**config.mk**
```make
export PLATFORM = sky130hd
export DESIGN_NAME = imm_rot_encoder
export DESIGN_NICKNAME = d
export VERILOG_FILES = /design/src/rtl/imm_rot_pkg.sv /design/src/rtl/imm_rot_probe.sv /design/src/rtl/imm_rot_decode.sv /design/src/rtl/imm_rot_scan_ctrl.sv /design/src/rtl/imm_rot_encoder.sv
export SDC_FILE = /design/constraint.sdc
export NUM_CORES = 1
export LEC_CHECK = 0
export BUFFER_PORTS_ARGS = -buffer_cell sky130_fd_sc_hd__buf_2
export CAP_MARGIN = 5
export CORE_MARGIN = 1
export CORE_UTILIZATION = 45
export CTS_BUF_LIST = sky130_fd_sc_hd__clkbuf_8
export CTS_CLUSTER_SIZE = 24
export DETAILED_ROUTE_END_ITERATION = 8
export PLACE_DENSITY = 0.69
export SYNTH_ARGS = -nofsm -noshare
export SYNTH_HDL_FRONTEND = slang
export SYNTH_HIERARCHICAL = 1
export SYNTH_SLANG_ARGS = --single-unit
```
**constraint.sdc**
```tcl
create_clock -name clk -period 4.3 [get_ports clk]
set_input_delay 1.075 -clock clk [delete_from_list [all_inputs] [get_ports clk]]
set_output_delay 1.075 -clock clk [all_outputs]
set_load 0.05 [all_outputs]
```
**src/rtl/imm_rot_pkg.sv**
```systemverilog
package imm_rot_pkg;

    localparam int WORD_W  = 32;
    localparam int IMM_W   = 8;
    localparam int ROT_W   = 4;
    localparam int FIELD_W = IMM_W + ROT_W;
    localparam int NUM_ROT = 2 ** ROT_W;
    localparam int AMT_W   = ROT_W + 1;

    typedef enum logic [1:0] {
        ST_IDLE,
        ST_SCAN,
        ST_DONE
    } scan_state_t;

    typedef struct packed {
        logic             hit;
        logic [ROT_W-1:0] rot;
        logic [IMM_W-1:0] imm;
    } enc_result_t;

    // rotate left by amt bits (amt below WORD_W)
    function automatic logic [WORD_W-1:0] rotl_word(input logic [WORD_W-1:0] v,
                                                    input logic [AMT_W-1:0]  amt);
        logic [2*WORD_W-1:0] d;
        d = {v, v} << amt;
        return d[2*WORD_W-1:WORD_W];
    endfunction

    // rotate right by amt bits (amt below WORD_W)
    function automatic logic [WORD_W-1:0] rotr_word(input logic [WORD_W-1:0] v,
                                                    input logic [AMT_W-1:0]  amt);
        logic [2*WORD_W-1:0] d;
        d = {v, v} >> amt;
        return d[WORD_W-1:0];
    endfunction

    // the field's rotate count counts pairs of bit positions
    function automatic logic [AMT_W-1:0] rot_amount(input logic [ROT_W-1:0] rot);
        return {rot, 1'b0};
    endfunction

    function automatic logic [FIELD_W-1:0] pack_field(input enc_result_t r);
        return {r.rot, r.imm};
    endfunction

endpackage

```
**src/rtl/imm_rot_probe.sv**
```systemverilog
// Tests one rotate count: the constant fits when rotating it back
// leaves nothing above the low byte.
module imm_rot_probe
    import imm_rot_pkg::*;
(
    input  logic [WORD_W-1:0] word,
    input  logic [ROT_W-1:0]  rot,
    output logic              fit,
    output logic [IMM_W-1:0]  imm
);

    logic [WORD_W-1:0] undone;

    always_comb begin
        undone = rotl_word(word, rot_amount(rot));
        fit    = ~|undone[WORD_W-1:IMM_W];
        imm    = undone[IMM_W-1:0];
    end

endmodule

```
**src/rtl/imm_rot_decode.sv**
```systemverilog
// Expands a 12-bit rotated-immediate field into its 32-bit value.
module imm_rot_decode
    import imm_rot_pkg::*;
(
    input  logic [FIELD_W-1:0] field,
    output logic [WORD_W-1:0]  value
);

    logic [WORD_W-1:0] byte_word;
    logic [ROT_W-1:0]  rot;

    always_comb begin
        byte_word = {{(WORD_W-IMM_W){1'b0}}, field[IMM_W-1:0]};
        rot       = field[FIELD_W-1:IMM_W];
        value     = rotr_word(byte_word, rot_amount(rot));
    end

endmodule

```
**src/rtl/imm_rot_scan_ctrl.sv**
```systemverilog
// Handshake and search sequencing: holds the constant, steps the base
// rotate count, and keeps the result until it is taken.
module imm_rot_scan_ctrl
    import imm_rot_pkg::*;
#(
    parameter int LANES = 1
) (
    input  logic              clk,
    input  logic              rst,
    input  logic              in_valid,
    input  logic [WORD_W-1:0] in_value,
    output logic              in_ready,
    input  logic              out_ready,
    output logic              out_valid,
    input  enc_result_t       pick,
    output logic [WORD_W-1:0] scan_word,
    output logic [ROT_W-1:0]  scan_base,
    output enc_result_t       result
);

    localparam logic [ROT_W-1:0] LAST_BASE = ROT_W'(NUM_ROT - LANES);
    localparam logic [ROT_W-1:0] STEP      = ROT_W'(LANES);

    scan_state_t state;

    always_ff @(posedge clk) begin
        if (rst) begin
            state     <= ST_IDLE;
            scan_word <= '0;
            scan_base <= '0;
            result    <= '0;
        end else begin
            case (state)
                ST_IDLE: begin
                    if (in_valid) begin
                        scan_word <= in_value;
                        scan_base <= '0;
                        state     <= ST_SCAN;
                    end
                end
                ST_SCAN: begin
                    if (pick.hit) begin
                        result <= pick;
                        state  <= ST_DONE;
                    end else if (scan_base == LAST_BASE) begin
                        result <= '0;
                        state  <= ST_DONE;
                    end else begin
                        scan_base <= scan_base + STEP;
                    end
                end
                ST_DONE: begin
                    if (out_ready) begin
                        state <= ST_IDLE;
                    end
                end
                default: state <= ST_IDLE;
            endcase
        end
    end

    assign in_ready  = (state == ST_IDLE);
    assign out_valid = (state == ST_DONE);

endmodule

```
**src/rtl/imm_rot_encoder.sv**
```systemverilog
// Top: search controller, LANES probes per cycle with lowest-count priority,
// and a free-standing field decoder.
module imm_rot_encoder
    import imm_rot_pkg::*;
#(
    parameter int LANES = 1
) (
    input  logic               clk,
    input  logic               rst,
    input  logic               in_valid,
    output logic               in_ready,
    input  logic [WORD_W-1:0]  in_value,
    output logic               out_valid,
    input  logic               out_ready,
    output logic               out_hit,
    output logic [FIELD_W-1:0] out_field,
    input  logic [FIELD_W-1:0] dec_field,
    output logic [WORD_W-1:0]  dec_value
);

    logic [WORD_W-1:0] scan_word;
    logic [ROT_W-1:0]  scan_base;
    enc_result_t       pick;
    enc_result_t       result;

    logic [LANES-1:0]  lane_fit;
    logic [ROT_W-1:0]  lane_rot [LANES];
    logic [IMM_W-1:0]  lane_imm [LANES];

    imm_rot_scan_ctrl #(.LANES(LANES)) u_ctrl (
        .clk       (clk),
        .rst       (rst),
        .in_valid  (in_valid),
        .in_value  (in_value),
        .in_ready  (in_ready),
        .out_ready (out_ready),
        .out_valid (out_valid),
        .pick      (pick),
        .scan_word (scan_word),
        .scan_base (scan_base),
        .result    (result)
    );

    for (genvar g = 0; g < LANES; g++) begin : g_lane
        assign lane_rot[g] = scan_base + ROT_W'(g);
        imm_rot_probe u_probe (
            .word (scan_word),
            .rot  (lane_rot[g]),
            .fit  (lane_fit[g]),
            .imm  (lane_imm[g])
        );
    end

    // lowest lane wins so the smallest rotate count is reported
    always_comb begin
        pick = '0;
        for (int l = LANES - 1; l >= 0; l--) begin
            if (lane_fit[l]) begin
                pick.hit = 1'b1;
                pick.rot = lane_rot[l];
                pick.imm = lane_imm[l];
            end
        end
    end

    assign out_hit   = result.hit;
    assign out_field = pack_field(result);

    imm_rot_decode u_dec (
        .field (dec_field),
        .value (dec_value)
    );

endmodule

```
==> impl_metrics.env <==
export IMPL_final_hold_violation_count=0
export IMPL_die_area_um2=9080
export IMPL_worst_path_largest_cell_delay_ns=0.44
export IMPL_grt_overflow_total=0
export IMPL_tightestPinTransition_ns=1.13
export IMPL_setup_ws_ns=0.758
export IMPL_power_mw=1.20
export IMPL_synth_top_area_cell="dfxtp_1"
export IMPL_synth_area_leaders="dfxtp_1 (26%), mux4_2 (9.2%), nand2_1 (7.7%)"
export IMPL_num_rows=33
export IMPL_rsz0062_at_grt="false"
export IMPL_yosys_cell_types_count=69
export IMPL_critical_path_class="input port to output port"
export IMPL_track_usage_pct=22.4
export IMPL_place_gp_congestion=0.908
export IMPL_hold_start="u_ctrl/result[12]"
export IMPL_ant_nets=0
export IMPL_r2r_start="u_ctrl/scan_base[1]"
export IMPL_ys_seq_area_share_pct=26.1
export IMPL_worstSkewPairLatency_ns=0.31
export IMPL_firstDrtPassIters=7
export IMPL_cp_arrival_ns=2.47
export IMPL_syn_area_um2=3920
export IMPL_clock_path_buffers=2
export IMPL_crit_fanout=24
export IMPL_setup_viol=0
export IMPL_grt_pass1_vias=3352
export IMPL_yosysTopAreaCellShare_pct=26.1
export IMPL_diodes=0
export IMPL_fin_nets=591
export IMPL_fmax_mhz=282
export IMPL_cts_tree="done"
export IMPL_critPathLaunchType="input port"
export IMPL_nFillCells=785
export IMPL_drtIter0Drc=234
export IMPL_vias_per_cell=5.89
export IMPL_dp_hpwl_um=7350
export IMPL_grt_max_degree=41
export IMPL_synth_nets=522
export IMPL_port_buffers=94
export IMPL_chipWidth_um=95.3
export IMPL_synthCells=473
export IMPL_timing_rr_end="u_ctrl/result[0]"
export IMPL_r2r_slack_ns=1.06
export IMPL_max_vdd_ir_drop_uv=190
export IMPL_cts_resized=0
export IMPL_maxCapViolations=0
export IMPL_multi_input_area_um2=2650
export IMPL_synth_warnings=6
export IMPL_fin_crit_sh_pct=82.4
export IMPL_core_area_um2=8300
export IMPL_area_growth_pct=13.4
export IMPL_synth_area_per_cell_um2=8.28
export IMPL_register_area_um2=1020
export IMPL_holdCritPathClass="flop to flop"
export IMPL_io_pins=95
export IMPL_grt_pass1_wl_um=16200
export IMPL_finalWirelength_um=9900
export IMPL_ys_ff_latch=51
export IMPL_critical_path_required_ns=3.22
export IMPL_final_max_slew_viol_count=0
export IMPL_ff2ff_path_depth=9
export IMPL_clock_skew_ns=0.0125
export IMPL_ctsHoldBuffers=0
export IMPL_die_y_um=95.3
export IMPL_relSlewSlack_pct=24.3
export IMPL_wl_per_cell_um=15.3
export IMPL_async_flop_share_pct=0
export IMPL_drc_errors=0
export IMPL_vias=3815
export IMPL_root_buffer="clkbuf_8"
export IMPL_min_to="u_ctrl/result[12]"
export IMPL_fin_crit_ns=3.54
export IMPL_critPathSlowestCell="mux2_2"
export IMPL_clk_pin_slew_ns=0.09
export IMPL_worstSetupEndpointType="output port"
export IMPL_power_leakage_nw=1.77
export IMPL_drive_gt1_share_pct=29.5
export IMPL_cts_sinks=51
export IMPL_htreeDepth=2
export IMPL_synth_ff_type="dfxtp_1"
export IMPL_place_ws_ns=0.754
export IMPL_power_density_nw_per_um2=270
export IMPL_crit_chain="buf_2 -> mux2_2 -> a211oi_2 -> nor2b_1 -> buf_2"
export IMPL_cts_setup_buffers=0
export IMPL_cts_buffers=5
export IMPL_crit_top_cell="buf_2"
export IMPL_synth_edf_count=0
export IMPL_hold_depth=1
export IMPL_antenna_found_initial=0
export IMPL_start_util_pct=47.2
export IMPL_status="finished clean"
export IMPL_fin_tns_setup_ns=0
[worst max path at each step]
stage / startpoint / endpoint / cells after the start / slack [ns]
floorplan: dec_field[10] / dec_value[20] / 4 / 0.49
global placement: dec_field[9] / dec_value[15] / 5 / 0.83
detailed placement: dec_field[9] / dec_value[15] / 5 / 0.75
CTS: dec_field[9] / dec_value[15] / 5 / 0.75
global route: dec_field[9] / dec_value[15] / 5 / 0.64
finish: dec_field[9] / dec_value[15] / 5 / 0.76
[synth_stat cells, drive strengths merged (5+ instances only)]
cell,instances
nand2,80
a21oi,53
dfxtp,51
nor2,34
buf,26
mux2i,25
mux4,16
nor3,15
and2,14
clkbuf,13
a22o,12
o21ai,12
mux2,11
nor2b,11
a211oi,8
nand3,8
nand2b,6
nor4,6
o211ai,5
o22ai,5
[metrics by stage]
stage | utilization (%) | cell area, µm² | hold WS [ns] | cells
3_3_place_gp | 52.3 | 4340 | 0.430 | 640
6_report | 53.5 | 4440 | 0.453 | 648
3_5_place_dp | 52.3 | 4340 | 0.435 | 640
5_1_grt | 53.5 | 4440 | 0.486 | 648
2_1_floorplan | - | 3920 | 0.453 | 473
4_1_cts | 53.5 | 4440 | 0.458 | 648
[area by class of cell]
type | instances | area share (%)
Timing Repair Buffer | 101 | 11.8
Tap cell | 105 | 2.96
Inverter | 4 | 0.338
Clock inverter | 2 | 0.310
Multi-Input combinational cell | 379 | 59.7
Clock buffer | 6 | 1.86
Sequential cell | 51 | 23.0
[state kept, by name, summed over array words and instances, names as in the netlist]
name              flops
u_ctrl/scan_base      4
u_ctrl/state          2
u_ctrl/scan_word     32
u_ctrl/result        13
[cells in the final DEF, fill, tap and decap left out, types with 7 or more instances in the layout]
cell / count
buf_2: 94
mux2i_1: 23
nor2_1: 34
nand2_1: 80
nor2b_1: 11
dfxtp_1: 50
mux4_2: 16
and2_2: 8
nand3_1: 8
buf_4: 7
mux2_2: 7
a21oi_1: 52
o21ai_0: 7
a22o_1: 12
nor3_1: 14
[cells by family after synthesis]
| family | Yosys count | synth area share (%) |
|---|---|---|
| AOI/OAI and AO/OA | 123 | 20.7 |
| xor gates and xnor gates | 1 | 0.224 |
| adders and majority gates | 1 | 0.320 |
| buffers and inverters | 43 | 6.33 |
| DFF | 51 | 26.1 |
| muxes | 52 | 19.6 |
| and+or+nand+nor | 202 | 26.8 |
[power by group]
group	switching, mW	leakage (nW)	internal, mW
combinational	0.226	1.31	0.142
clock	0.161	0.0516	0.132
sequential	0.0454	0.417	0.495
[critical path, delay by kind of cell]
family / cells / cell delay (ns)
buffers and inverters: 2 / 0.56
muxes: 1 / 0.44
AOI/OAI and AO/OA: 1 / 0.31
and+or+nand+nor: 1 / 0.08
[per-layer routing]
layer	GRT usage, %	wire length, µm
met3	2.95	578
met1	31.2	4580
met5	0	0
met4	6.19	148
met2	36.2	4590
Note: power is estimated with default switching activity, not from simulation.
